### src/rtl/rf_pkg.sv
// Package for the partial-access register file.
// Defines the size codes seen at the ports and the lane codes used inside.
// Assumes operands are never wider than 64 bits.
package rf_pkg;

    localparam int unsigned XLEN = 64;

    // Size codes as they appear on the ports.
    typedef enum logic [1:0] {
        SZ_BYTE  = 2'd0,
        SZ_WORD  = 2'd1,
        SZ_DWORD = 2'd2,
        SZ_QWORD = 2'd3
    } opsize_e;

    // The part of a register that one access touches.
    typedef enum logic [2:0] {
        LN_LO8  = 3'd0,
        LN_HI8  = 3'd1,
        LN_W16  = 3'd2,
        LN_D32  = 3'd3,
        LN_Q64  = 3'd4
    } lane_e;

endpackage

### src/rtl/rf_operand_decode.sv
// Turns one port's selector, size and prefix flag into a physical register,
// a lane and two flags: the port names a high byte, or the port is illegal
// on its own. A disabled port raises neither flag.
// Assumes IDX_W >= 4, so the "selector of 8 or above" test is meaningful.
module rf_operand_decode
    import rf_pkg::*;
#(
    parameter int unsigned IDX_W = 4
) (
    input  logic             en,
    input  logic [IDX_W-1:0] idx,
    input  logic [1:0]       size,
    input  logic             pfx,
    output logic [IDX_W-1:0] phys,
    output lane_e            lane,
    output logic             uses_hi,
    output logic             bad
);

    logic beyond_legacy;

    // True when the selector needs the prefix to be reachable.
    always_comb beyond_legacy = (idx[IDX_W-1:3] != '0);

    // Map the selector and size onto a lane and a physical register.
    always_comb begin
        phys    = idx;
        lane    = LN_Q64;
        uses_hi = 1'b0;
        unique case (opsize_e'(size))
            SZ_BYTE: begin
                if (!pfx && !beyond_legacy && idx[2]) begin
                    lane    = LN_HI8;
                    phys[2] = 1'b0;
                    uses_hi = 1'b1;
                end else begin
                    lane = LN_LO8;
                end
            end
            SZ_WORD:  lane = LN_W16;
            SZ_DWORD: lane = LN_D32;
            default:  lane = LN_Q64;
        endcase
        if (!en) begin
            uses_hi = 1'b0;
        end
    end

    // A port without the prefix cannot reach selectors 8 and above.
    always_comb bad = en && !pfx && beyond_legacy;

endmodule

### src/rtl/rf_write_merge.sv
// Builds the new 64-bit register value from the old value and a right-aligned
// operand, following the lane. A 32-bit lane clears the upper half; the other
// narrow lanes keep every bit outside the lane.
module rf_write_merge
    import rf_pkg::*;
(
    input  logic [XLEN-1:0] old_val,
    input  logic [XLEN-1:0] operand,
    input  lane_e           lane,
    output logic [XLEN-1:0] merged
);

    // Splice the operand into the old value.
    always_comb begin
        unique case (lane)
            LN_LO8:  merged = {old_val[XLEN-1:8], operand[7:0]};
            LN_HI8:  merged = {old_val[XLEN-1:16], operand[7:0], old_val[7:0]};
            LN_W16:  merged = {old_val[XLEN-1:16], operand[15:0]};
            LN_D32:  merged = {{(XLEN-32){1'b0}}, operand[31:0]};
            default: merged = operand;
        endcase
    end

endmodule

### src/rtl/rf_read_align.sv
// Extracts one lane of a stored register, right-aligns it and zero-extends it
// to 64 bits. A high byte is shifted down into bits 7:0.
module rf_read_align
    import rf_pkg::*;
(
    input  logic [XLEN-1:0] stored,
    input  lane_e           lane,
    output logic [XLEN-1:0] aligned
);

    // Select the lane and pad it with zeros.
    always_comb begin
        unique case (lane)
            LN_LO8:  aligned = {{(XLEN-8){1'b0}},  stored[7:0]};
            LN_HI8:  aligned = {{(XLEN-8){1'b0}},  stored[15:8]};
            LN_W16:  aligned = {{(XLEN-16){1'b0}}, stored[15:0]};
            LN_D32:  aligned = {{(XLEN-32){1'b0}}, stored[31:0]};
            default: aligned = stored;
        endcase
    end

endmodule

### src/rtl/partial_regfile.sv
// Register file with partial-width access: two combinational read ports and
// one write port on the clock edge. Each port is decoded on its own. The
// legality of the operation is judged across all enabled ports. An illegal
// operation drops the write and zeroes both reads.
// Assumes NUM_REGS is 16 or 32.
module partial_regfile
    import rf_pkg::*;
#(
    parameter int unsigned NUM_REGS = 16,
    localparam int unsigned IDX_W   = $clog2(NUM_REGS),
    localparam int unsigned NRD     = 2
) (
    input  logic             clk,
    input  logic             rst_n,
    input  logic             rd0_en,
    input  logic [IDX_W-1:0] rd0_idx,
    input  logic [1:0]       rd0_size,
    input  logic             rd0_pfx,
    output logic [XLEN-1:0]  rd0_data,
    input  logic             rd1_en,
    input  logic [IDX_W-1:0] rd1_idx,
    input  logic [1:0]       rd1_size,
    input  logic             rd1_pfx,
    output logic [XLEN-1:0]  rd1_data,
    input  logic             wr_en,
    input  logic [IDX_W-1:0] wr_idx,
    input  logic [1:0]       wr_size,
    input  logic             wr_pfx,
    input  logic [XLEN-1:0]  wr_data,
    output logic             err
);

    logic [NUM_REGS-1:0][XLEN-1:0] regs_q;

    logic [NRD-1:0]            rp_en;
    logic [NRD-1:0][IDX_W-1:0] rp_idx;
    logic [NRD-1:0][1:0]       rp_size;
    logic [NRD-1:0]            rp_pfx;
    logic [NRD-1:0][IDX_W-1:0] rp_phys;
    lane_e                     rp_lane [NRD];
    logic [NRD-1:0]            rp_hi;
    logic [NRD-1:0]            rp_bad;
    logic [NRD-1:0][XLEN-1:0]  rp_val;

    logic [IDX_W-1:0] wp_phys;
    lane_e            wp_lane;
    logic             wp_hi;
    logic             wp_bad;
    logic [XLEN-1:0]  wp_merged;
    logic             any_pfx;
    logic             any_hi;
    logic             wr_fire;

    // Gather the read-port inputs into arrays so the ports can share one generate loop.
    always_comb begin
        rp_en   = {rd1_en,   rd0_en};
        rp_idx  = {rd1_idx,  rd0_idx};
        rp_size = {rd1_size, rd0_size};
        rp_pfx  = {rd1_pfx,  rd0_pfx};
    end

    for (genvar p = 0; p < NRD; p++) begin : g_rd
        rf_operand_decode #(.IDX_W(IDX_W)) u_dec (
            .en      (rp_en[p]),
            .idx     (rp_idx[p]),
            .size    (rp_size[p]),
            .pfx     (rp_pfx[p]),
            .phys    (rp_phys[p]),
            .lane    (rp_lane[p]),
            .uses_hi (rp_hi[p]),
            .bad     (rp_bad[p])
        );
        rf_read_align u_align (
            .stored  (regs_q[rp_phys[p]]),
            .lane    (rp_lane[p]),
            .aligned (rp_val[p])
        );
    end

    rf_operand_decode #(.IDX_W(IDX_W)) u_wdec (
        .en      (wr_en),
        .idx     (wr_idx),
        .size    (wr_size),
        .pfx     (wr_pfx),
        .phys    (wp_phys),
        .lane    (wp_lane),
        .uses_hi (wp_hi),
        .bad     (wp_bad)
    );

    rf_write_merge u_merge (
        .old_val (regs_q[wp_phys]),
        .operand (wr_data),
        .lane    (wp_lane),
        .merged  (wp_merged)
    );

    // Judge legality across the enabled ports: no prefix mixed with a high byte.
    always_comb begin
        any_pfx = (rd0_en && rd0_pfx) || (rd1_en && rd1_pfx) || (wr_en && wr_pfx);
        any_hi  = (|rp_hi) || wp_hi;
        err     = (|rp_bad) || wp_bad || (any_pfx && any_hi);
        wr_fire = wr_en && !err;
    end

    // Drive the read results; an illegal or disabled read returns zero.
    always_comb begin
        rd0_data = (rd0_en && !err) ? rp_val[0] : '0;
        rd1_data = (rd1_en && !err) ? rp_val[1] : '0;
    end

    // Storage: clear on reset, otherwise take the merged value on a legal write.
    always_ff @(posedge clk) begin
        if (!rst_n) begin
            regs_q <= '0;
        end else if (wr_fire) begin
            regs_q[wp_phys] <= wp_merged;
        end
    end

endmodule

### config.mk
export PLATFORM = sky130hd
export DESIGN_NAME = partial_regfile
export DESIGN_NICKNAME = d
export VERILOG_FILES = /design/src/rtl/rf_pkg.sv /design/src/rtl/rf_operand_decode.sv /design/src/rtl/rf_write_merge.sv /design/src/rtl/rf_read_align.sv /design/src/rtl/partial_regfile.sv
export SDC_FILE = /design/constraint.sdc
export NUM_CORES = 2
export LEC_CHECK = 0
export ABC_AREA = 0
export CORE_MARGIN = 2
export CORE_UTILIZATION = 46
export CTS_CLUSTER_DIAMETER = 150
export DETAILED_ROUTE_END_ITERATION = 12
export DONT_BUFFER_PORTS = 1
export HOLD_SLACK_MARGIN = 0.06
export PLACE_DENSITY_LB_ADDON = 0.25
export SETUP_SLACK_MARGIN = 0.02
export SKIP_LAST_GASP = 1
export SLEW_MARGIN = 20
export SYNTH_ARGS = -nofsm -noshare
export SYNTH_HDL_FRONTEND = slang
export SYNTH_SLANG_ARGS = --single-unit
### constraint.sdc
create_clock -name clk -period 4.1 [get_ports clk]
set_input_delay 0.41 -clock clk [delete_from_list [all_inputs] [get_ports clk]]
set_output_delay 0.41 -clock clk [all_outputs]
set_load 0.02 [all_outputs]
==> run metrics <==
status=finished, final reports clean; Post-DP Area=between 0.06 and 0.07 mm2; Initial Util=0.463; Worst-path clk slew=about 60 ps; Register-to-Register Setup Slack=between 1500 and 2000 ps; fillers=about 12,000; synthesis-stage register bit count=1,024; CTS tree=built; slowest CP cell=mux4_2; maximum clock path buffer count=3; CP peak stage delay=about 960 ps; final worst path period need=~3400 ps; clk root buf=clkbuf_16; Max Cap Viol=0; hold_ws=~83 ps; CP dominant cell by count=mux4_2; most common cell after layout, fill and taps aside=a21oi_1; cell family with the largest share of critical-path delay=multiplexers; critical path endpoint category=primary output; # port buffers=0; Async SR Flop Fraction=0; GP Congestion=~0.82; worst hold path type=in2reg; number of global-route vias before repair=~51,000; drt first pass iters=6; Critical Path Start Type=input pin; P per Cell Area=roughly 360 mW/mm2; NumNets Final=5,079; Post-Syn Area=0.0635 mm2; clk_lat worst skew=770 ps; remaining routing DRC violations=0; layout cells sized above 1=0.321; fmax=approximately 300 MHz; Least-Margin Pin Slew=approximately 1500 ps; gr usage total=0.345; Worst EP required=3690 ps; Fin. Hold Viols=0; unrepaired setup endpoints after global routing=no; EDFF count, synth=0; row cnt=136; setup TNS=0 ps; 1st-iter DRT viols=8,085; synth unique cells=73; number of buffers and inverters on the critical path=1; max FFs per register=around 1,000; synthesized area per cell=~12 um2; DPL Wire Length=between 100,000 and 150,000 um; Layout Cells excl Fill=roughly 7,000; Post-Place Cells=approximately 6,600; cell leakage power=around 0.021 uW; Setup Buffers After CTS=0; Seq. cell area=roughly 0.020 mm2; die area=0.141 mm2; final setup vio count=0; first-pass GRT wire length=roughly 360,000 um; CP arrival=2960 ps; largest net degree at the start of global routing=roughly 310; Setup Skew=approximately 19 ps; VDD IR-drop max=around 0.32 mV; total grt overflow=0; core box area=around 0.14 mm2; main flop type after synthesis=dfxtp_1; Clock H-tree levels=3; multi-input logic area=between 0.03 and 0.04 mm2; Largest regs=regs_q x1024; overall power=about 24,000 uW; WS Path Type=in2out; worst path cell trace=mux4_2 -> mux4_2 -> nor2b_1 -> buf_4; largest register by flop count=regs_q; vias=around 53,000; Synth Net Count=approximately 5,500; Vias/cell=between 7 and 8; Synth Instances=5,358; most frequent cells in the layout=1,027 x a21oi_1, 1,024 x dfxtp_1, 885 x a211oi_1; TritonCTS Sinks=a little over 1,000; Final Cycle Share=0.822; Yosys warning total=0; Die Ht=376 um; sequential share of the synthesized area=0.323; chip width=around 380 um; Max FO, Critical Path=around 260; number of routed nets with antenna violations=0; initial antenna violation count=19; WL per Instance=around 36 um; CTS Buf Count=115; worst relative slew slack=0.0144; Slew Viols, Final=0; Layout area overhead=7.99%; # IOs=between 200 and 250; Routed Wire Length=about 250,000 um; cell area after layout=around 0.069 mm2
==> synth_stat cells, types with 6 or more instances <==
cell / instances / area share
buf_6: 64 / 0.011
dfxtp_1: 1024 / 0.32
mux4_1: 17 / 0.0070
ha_1: 15 / 0.0030
a32oi_4: 7 / 0.0030
nor2_1: 29 / 0.0017
mux2_2: 76 / 0.013
dlygate4sd3_1: 8 / 0.0013
o31a_1: 6 / 0.00083
nand2b_1: 7 / 0.00069
buf_1: 33 / 0.0020
a211oi_2: 147 / 0.029
a22oi_2: 12 / 0.0024
mux2i_1: 21 / 0.0033
a22o_1: 16 / 0.0022
mux4_2: 834 / 0.30
clkbuf_8: 11 / 0.0024
clkbuf_1: 216 / 0.013
o22a_1: 49 / 0.0068
nor3_1: 70 / 0.0055
a21oi_1: 1027 / 0.081
a22oi_4: 30 / 0.010
nor3_2: 13 / 0.0020
inv_1: 7 / 0.00041
buf_4: 94 / 0.011
o22ai_1: 50 / 0.0049
nor2b_1: 115 / 0.011
mux2_1: 10 / 0.0018
and2_1: 15 / 0.0015
a211oi_1: 885 / 0.10
buf_2: 340 / 0.027
dlygate4sd1_1: 7 / 0.00097
nand2_1: 17 / 0.0010
==> stage by stage <==
step	utilization	worst slack, ps
5_1_grt	0.500	657
6_report	0.500	729
4_1_cts	0.500	753
3_3_place_gp	0.467	736
3_5_place_dp	0.467	762
2_1_floorplan	-	1270
==> logic make-up (layout without fill, tap and decap cells) <==
family / count (synthesis) / count (layout) / share of synthesized area
AOI/OAI and AO/OA: 2263 / 2263 / 0.252
and+or+nand+nor: 305 / 305 / 0.0296
adders and majority gates: 15 / 15 / 0.00296
muxes: 959 / 959 / 0.322
DFF: 1024 / 1024 / 0.323
other: 0 / 10 / 0
buffers and inverters: 792 / 507 / 0.0712
==> final timing paths <==
| path | from | endpoint | cells past startpoint |
|---|---|---|---|
| worst max-delay path | rd0_idx[0] | rd0_data[50] | 4 |
| worst max register to register | regs_q[206] | regs_q[910] | 5 |
| worst min register to register | regs_q[907] | regs_q[907] | 2 |
| worst min-delay path | rst_n | regs_q[375] | 2 |
==> power by group <==
group / leakage [uW] / internal [uW] / switching (uW)
sequential: 0.00827 / 10100 / 169
combinational: 0.0108 / 1120 / 1590
clock: 0.00200 / 6690 / 4670
==> routing by layer <==
layer	share of wire	track usage	vias up	wire length (um)
met4	0.052	0.164	14	13000
met5	0.00037	0	-	92
met1	0.38	0.463	26600	93400
met2	0.44	0.512	3931	110000
li1	-	-	21200	-
met3	0.13	0.0991	780	32600
==> cell type report <==
type | count | area share
clock inverter | 60 | 0.0116
clock buffer | 156 | 0.0481
tap | 1794 | 0.0327
timing repair buffer | 283 | 0.0431
inverter | 8 | 0.000548
multi-input combinational | 3542 | 0.565
sequential | 1024 | 0.299
antenna | 10 | 0.000365
==> repair_timing <==
| action | 4_1_cts | 5_1_grt |
|---|---|---|
| hold endpoints to repair | 578 | 0 |
| hold buffers | 41 | 0 |
| gates resized for setup | 0 | 0 |
(Power assumes the default switching activity.)
